### src/rtl/ais_subst.sv
module ais_subst (
  input  logic       clk,
  input  logic       rst_n,
  input  logic       bit_en,
  input  logic [2:0] mode,
  input  logic       line_lb,
  input  logic       diag_lb,
  input  logic       pay_lb,
  input  logic       los,
  input  logic       oof,
  input  logic       din,
  output logic       dout,
  output logic       ais_active
);
  logic lb_q, los_q, want;

  assign lb_q  = line_lb & ~diag_lb;
  assign los_q = los & ~diag_lb;

  always_comb begin
    unique case (mode)
      3'b000:  want = 1'b1;
      3'b001:  want = lb_q;
      3'b010:  want = pay_lb;
      3'b011:  want = lb_q | pay_lb;
      3'b100:  want = los_q;
      3'b101:  want = oof;
      3'b110:  want = oof | los_q | lb_q | pay_lb;
      default: want = 1'b0;
    endcase
  end

  always_ff @(posedge clk or negedge rst_n)
    if (!rst_n)      ais_active <= 1'b0;
    else if (bit_en) ais_active <= want;

  assign dout = ais_active | din;
endmodule


### config.mk
export PLATFORM = sky130hd
export DESIGN_NAME = ais_subst
export DESIGN_NICKNAME = d
export VERILOG_FILES = /design/src/rtl/ais_subst.sv
export SDC_FILE = /design/constraint.sdc
export NUM_CORES = 1
export LEC_CHECK = 0
export CAP_MARGIN = 40
export CORE_AREA = 2 2 39 41
export DETAILED_ROUTE_END_ITERATION = 16
export DIE_AREA = 0 0 41 43
export PLACE_DENSITY = 0.37
export SLEW_MARGIN = 20
export SYNTH_ARGS = -nofsm -noshare
export SYNTH_HDL_FRONTEND = slang
export SYNTH_SLANG_ARGS = --single-unit
### constraint.sdc
create_clock -name clk -period 0.8 [get_ports clk]
set_input_delay 0.2 -clock clk [delete_from_list [all_inputs] [get_ports clk]]
set_output_delay 0.2 -clock clk [all_outputs]
set_load 0.01 [all_outputs]
==> qor.yml, run 1 <==
pwr:
  combPwrFrac: 0.708
  p_switching_mw: 0.0566
  powerDensity_nw_per_um2: 758
  sw_frac_of_total: 0.263
  p_int_mw: 0.159
  vdd_drop_max_v: 0.000180
  leakage_nw: 0.119
  p_seq_frac: 0.292
  pwr-share-clk: 0
cells_and_area:
  antennaDiodeCount: 0
  areaGrowthSynthToFinish_pct: 155
  drive_above_1_share: 0.679
  mostFrequentLayoutCells: "8 x buf_6, 3 x buf_2, 2 x a21oi_2"
  reg.largest.list: "ais_active x1"
  nets: 42
  largest_reg_flops: 1
  regMostFlops: "ais_active"
  layout.cells.most_common: "buf_6"
setup_path:
  path_max_fanout: 5
  worstPathArrival_ns: 0.90
  regToRegSetupSlack_ns: 0.03
  critPathKind: "input pin to register"
  critPathRequiredTime_ns: 0.67
  end_kind: "register"
  cp-start-kind: "input pin"
  cpPeakStageDelay_ns: 0.32
  cp_slowest_cell: "o32a_2"
  rr_worst_depth: 2
  crit_chain: "buf_6 > or3b_4 > o32ai_2 > o32a_2"
grt:
  grt_max_degree: 6
  grt_overflow: 0
  grt_first_pass_wirelength_um: 724
  antenna_found_initial: 0
  grt_pass1_vias: 187
  grt_usage: 0.0571
synthesis:
  synth_area_per_cell_um2: 7.95
  yosys_register_bits: 1
  synth_fp_nets: 26
  yosysWarnings: 0
  syn_area_um2: 111
  synth_cell_type_count: 12
  yosysSeqAreaShare: 0.225
  synthCells: 14
timing:
  fin_crit_ns: 1.03
  period_share: 1.28
  rsz0062_at_grt: "yes"
  final_hold_viol_count: 0
  max_freq_mhz: 975
  setup_violations: 2
  worst_slew_pin_slew_ns: 0.188
  setup_tns_ns: -0.340
  slew_viol_final: 0
  fin_ws_ns: -0.226
  max-slew-margin-rel: 0.873
  clock_skew_ns: 0
detailed_routing:
  wl_um: 469
  wl_per_cell_um: 10.7
  vias_per_cell: 3.93
  drt_iter0_drc: 3
  drc: 0
  via_count: 173
  dr.pass1.iters: 2
  ant_nets: 0
floorplanning:
  die_w_um: 41
  die_area_um2: 1760
  ios: 14
  core_um2: 1380
  num_rows: 14
  fp.dieH_um: 43
  initial_utilization: 0.0805
flow_run:
  cap_viol_max_count: 0
clock_network:
  ctsHoldBuffers: 0
  clk_pin_slew_ns: 0
  clock_latency_ns: 0
placed_design:
  place.gp.congestion: 0.609
  dp_hpwl_um: 369
  numPortBuffers: 13
  pre_cts_slack_ns: -0.714
hold_path:
  hold_path.class: "input pin to asynchronous set/reset pin"
status:
  violations: "setup timing"
  status: "finished with violations"
## per-stage QoR
stage                     instance area (um2)  instances  utilization  power, mW  hold WS (ns)
after floorplan                           114         14            -      0.101       -0.0956
after global placement                    272         44        0.196      0.200         0.356
after detailed placement                  272         44        0.196      0.201         0.356
after CTS                                 283         44        0.204      0.213         0.358
after global routing                      284         44        0.205      0.230         0.362
final                                     284         44        0.205      0.215         0.354
## routing by layer
metal  GRT usage  part of all wire  up-vias  routed length [um]
met1      0.0732              0.47       76                 220
met5           0                 0        -                   0
met4           0                 0        0                   0
met2       0.100              0.40       14                 187
met3      0.0105              0.13        0                  62
li1            -                 -       83                   -
## layout make-up
type / count / area [um2]
fillers: 163 / 1100
inverters: 1 / 3.75
multi-input cells: 12 / 106
flip-flops and latches: 1 / 25.0
well taps: 16 / 20.0
repair buffers: 14 / 129
## power by group through the flow
stage	sequential [mW]	clock, mW	combinational, mW
after global placement	0.0611	0	0.139
after floorplan	0.0661	0	0.0351
after detailed placement	0.0616	0	0.139
final	0.0628	0	0.153
after CTS	0.0629	0	0.150
after global routing	0.0633	0	0.167
## critical path: cells and delay by family
kind | cells | cell delay (ns)
simple gates | 1 | 0.22
compound gates | 2 | 0.37
buf+inv | 1 | 0.10
## Yosys cell counts
library cell,count,area share
or3b_1,1,0.079
or2_2,1,0.056
o32ai_1,1,0.079
o31ai_1,1,0.067
dfrtp_1,1,0.22
nand2_1,1,0.034
a21oi_1,3,0.13
nand3b_1,1,0.067
a21boi_0,1,0.067
o32a_2,1,0.10
nor2b_1,1,0.056
inv_1,1,0.034
## repair_timing
action,CTS,global route
endpoints found under the hold margin,0,0
endpoints found under the setup margin,3,3
pin swaps,6,2
buffers inserted,0,0
gates resized for setup,57,3
## path summary, 6_finish.rpt
check | from | end
max | mode[2] | ais_active$_DFFE_PN0P_
min | rst_n | ais_active$_DFFE_PN0P_
max reg2reg | ais_active$_DFFE_PN0P_ | ais_active$_DFFE_PN0P_
min reg2reg | ais_active$_DFFE_PN0P_ | ais_active$_DFFE_PN0P_
max in group asynchronous | rst_n | ais_active$_DFFE_PN0P_
min in group clk | ais_active$_DFFE_PN0P_ | ais_active$_DFFE_PN0P_
## kinds of logic after synthesis
group           count (synthesis)  share of synthesized area
flops                           1                      0.225
compound gates                  7                      0.449
simple gates                    5                      0.292
buf+inv                         1                     0.0337
Power figures use the tool's default switching activity.
==> inputs of run 2 (changes only) <==
SETUP_SLACK_MARGIN = 0.3   (was not set)
==> results of run 2 <==
No change in the layout: final DEF, timing and power equal those of run 1.
==> inputs of run 3 (changes only) <==
CTS_CLUSTER_DIAMETER = 30   (was not set)
SKIP_LAST_GASP = 1   (was not set)
==> qor.yml, run 3 (synthesized netlist as in run 1, its figures left out) <==
status:
  status: "finished with violations"  # unchanged
  violations: "setup timing"  # unchanged
grt:
  grt_pass1_vias: 187  # unchanged
  grt_max_degree: 6  # unchanged
  grt_first_pass_wirelength_um: 724  # unchanged
  grt_usage: 0.0571  # unchanged
  grt_overflow: 0  # unchanged
  antenna_found_initial: 0  # unchanged
floorplanning:
  fp.dieH_um: 43  # unchanged
  die_w_um: 41  # unchanged
  initial_utilization: 0.0805  # unchanged
  ios: 14  # unchanged
  core_um2: 1380  # unchanged
  die_area_um2: 1760  # unchanged
  num_rows: 14  # unchanged
detailed_routing:
  dr.pass1.iters: 2  # unchanged
  wl_per_cell_um: 10.7  # unchanged
  wl_um: 469  # unchanged
  via_count: 173  # unchanged
  drt_iter0_drc: 3  # unchanged
  drc: 0  # unchanged
  vias_per_cell: 3.93  # unchanged
  ant_nets: 0  # unchanged
setup_path:
  regToRegSetupSlack_ns: 0.03  # about the same
  critPathKind: "input pin to register"  # unchanged
  r2r-start: "ais_active$_DFFE_PN0P_"  # unchanged
  rr_worst_depth: 2  # unchanged
  critPathRequiredTime_ns: 0.74  # was 0.67 ns
  worstPathArrival_ns: 0.95  # was 0.90 ns
  end_kind: "register"  # unchanged
  r2r-end: "ais_active$_DFFE_PN0P_"  # unchanged
  path_max_fanout: 5  # unchanged
  cp-start-kind: "input pin"  # unchanged
timing:
  slew_viol_final: 0  # unchanged
  fin_ws_ns: -0.218  # was -0.226 ns
  fin_crit_ns: 1.02  # was 1.03 ns
  setup_tns_ns: -0.332  # was -0.340 ns
  final_hold_viol_count: 0  # unchanged
  setup_violations: 2  # unchanged
  period_share: 1.27  # was 1.28
  hold_ws_ns: 0.354  # about the same
  clock_skew_ns: 0  # unchanged
  worst_slew_pin_slew_ns: 0.188  # unchanged
  max-slew-margin-rel: 0.873  # unchanged
  max_freq_mhz: 982  # was 975 MHz
  rsz0062_at_grt: "yes"  # unchanged
clock_network:
  post_cts_buffers: 0  # unchanged
  clock_latency_ns: 0  # about the same
  clk_pin_slew_ns: 0  # about the same
  ctsHoldBuffers: 0  # unchanged
cells_and_area:
  antennaDiodeCount: 0  # unchanged
  regMostFlops: "ais_active"  # unchanged
  mostFrequentLayoutCells: "8 x buf_6, 3 x buf_2, 2 x a21oi_2"  # unchanged
  final_cells: 44  # unchanged
  nets: 42  # unchanged
  reg.largest.list: "ais_active x1"  # unchanged
  largest_reg_flops: 1  # unchanged
  layout.cells.most_common: "buf_6"  # unchanged
  drive_above_1_share: 0.643  # was 0.679
  areaGrowthSynthToFinish_pct: 153  # was 155%
flow_run:
  cap_viol_max_count: 0  # unchanged
pwr:
  vdd_drop_max_v: 0.000180  # about the same
  powerDensity_nw_per_um2: 757  # was 758 nW/um2
  power_mw: 0.213  # was 0.215 mW
  leakage_nw: 0.119  # about the same
placed_design:
  place_inst: 44  # unchanged
  dp_hpwl_um: 369  # unchanged
  place.gp.congestion: 0.609  # unchanged
  numPortBuffers: 13  # unchanged
hold_path:
  hold_path.class: "input pin to asynchronous set/reset pin"  # unchanged
-- run 3: worst max-delay path: stages --
cell	delay, ns
buf_6	0.10
or3b_1	0.38
o32ai_2	0.10
o32a_2	0.16
-- run 3: what timing repair did --
item	4_1_cts	5_1_grt
setup endpoints to repair	3	3
resized for setup	56	3
pin swaps	6	2
-- run 3: per-stage QoR --
step,util,area [um2],worst slack (ns)
after floorplan,-,114,-0.0889
after global placement,0.196,272,-0.715
after detailed placement,0.196,272,-0.714
after CTS,0.203,282,-0.234
after global routing,0.203,282,-0.292
final,0.203,282,-0.218
-- run 3: how the worst max path moves through the flow --
stage / startpoint / endpoint / cells past startpoint
3_3_place_gp: din / dout / 3
6_report: mode[0] / ais_active$_DFFE_PN0P_ / 4
3_5_place_dp: din / dout / 3
2_1_floorplan: diag_lb / ais_active$_DFFE_PN0P_ / 3
4_1_cts: oof / ais_active$_DFFE_PN0P_ / 4
5_1_grt: mode[0] / ais_active$_DFFE_PN0P_ / 4
-- run 3: cell type report --
cell class                      instances  area, um2
Inverter                                1       3.75
Tap cell                               16       20.0
Fill cell                             164       1100
Timing Repair Buffer                   14        129
Sequential cell                         1       25.0
Multi-Input combinational cell         12        104
-- run 3: where the power goes --
| group | switching (mW) | internal (mW) |
|---|---|---|
| clock network | 0 | 0 |
| logic | 0.0514 | 0.0987 |
| registers | 0.00457 | 0.0583 |
-- run 3: layer usage --
layer	track usage	vias up	share of wire
met2	0.100	14	0.40
met5	0	-	0
met4	0	0	0
met3	0.0105	0	0.13
met1	0.0732	76	0.47
li1	-	83	-
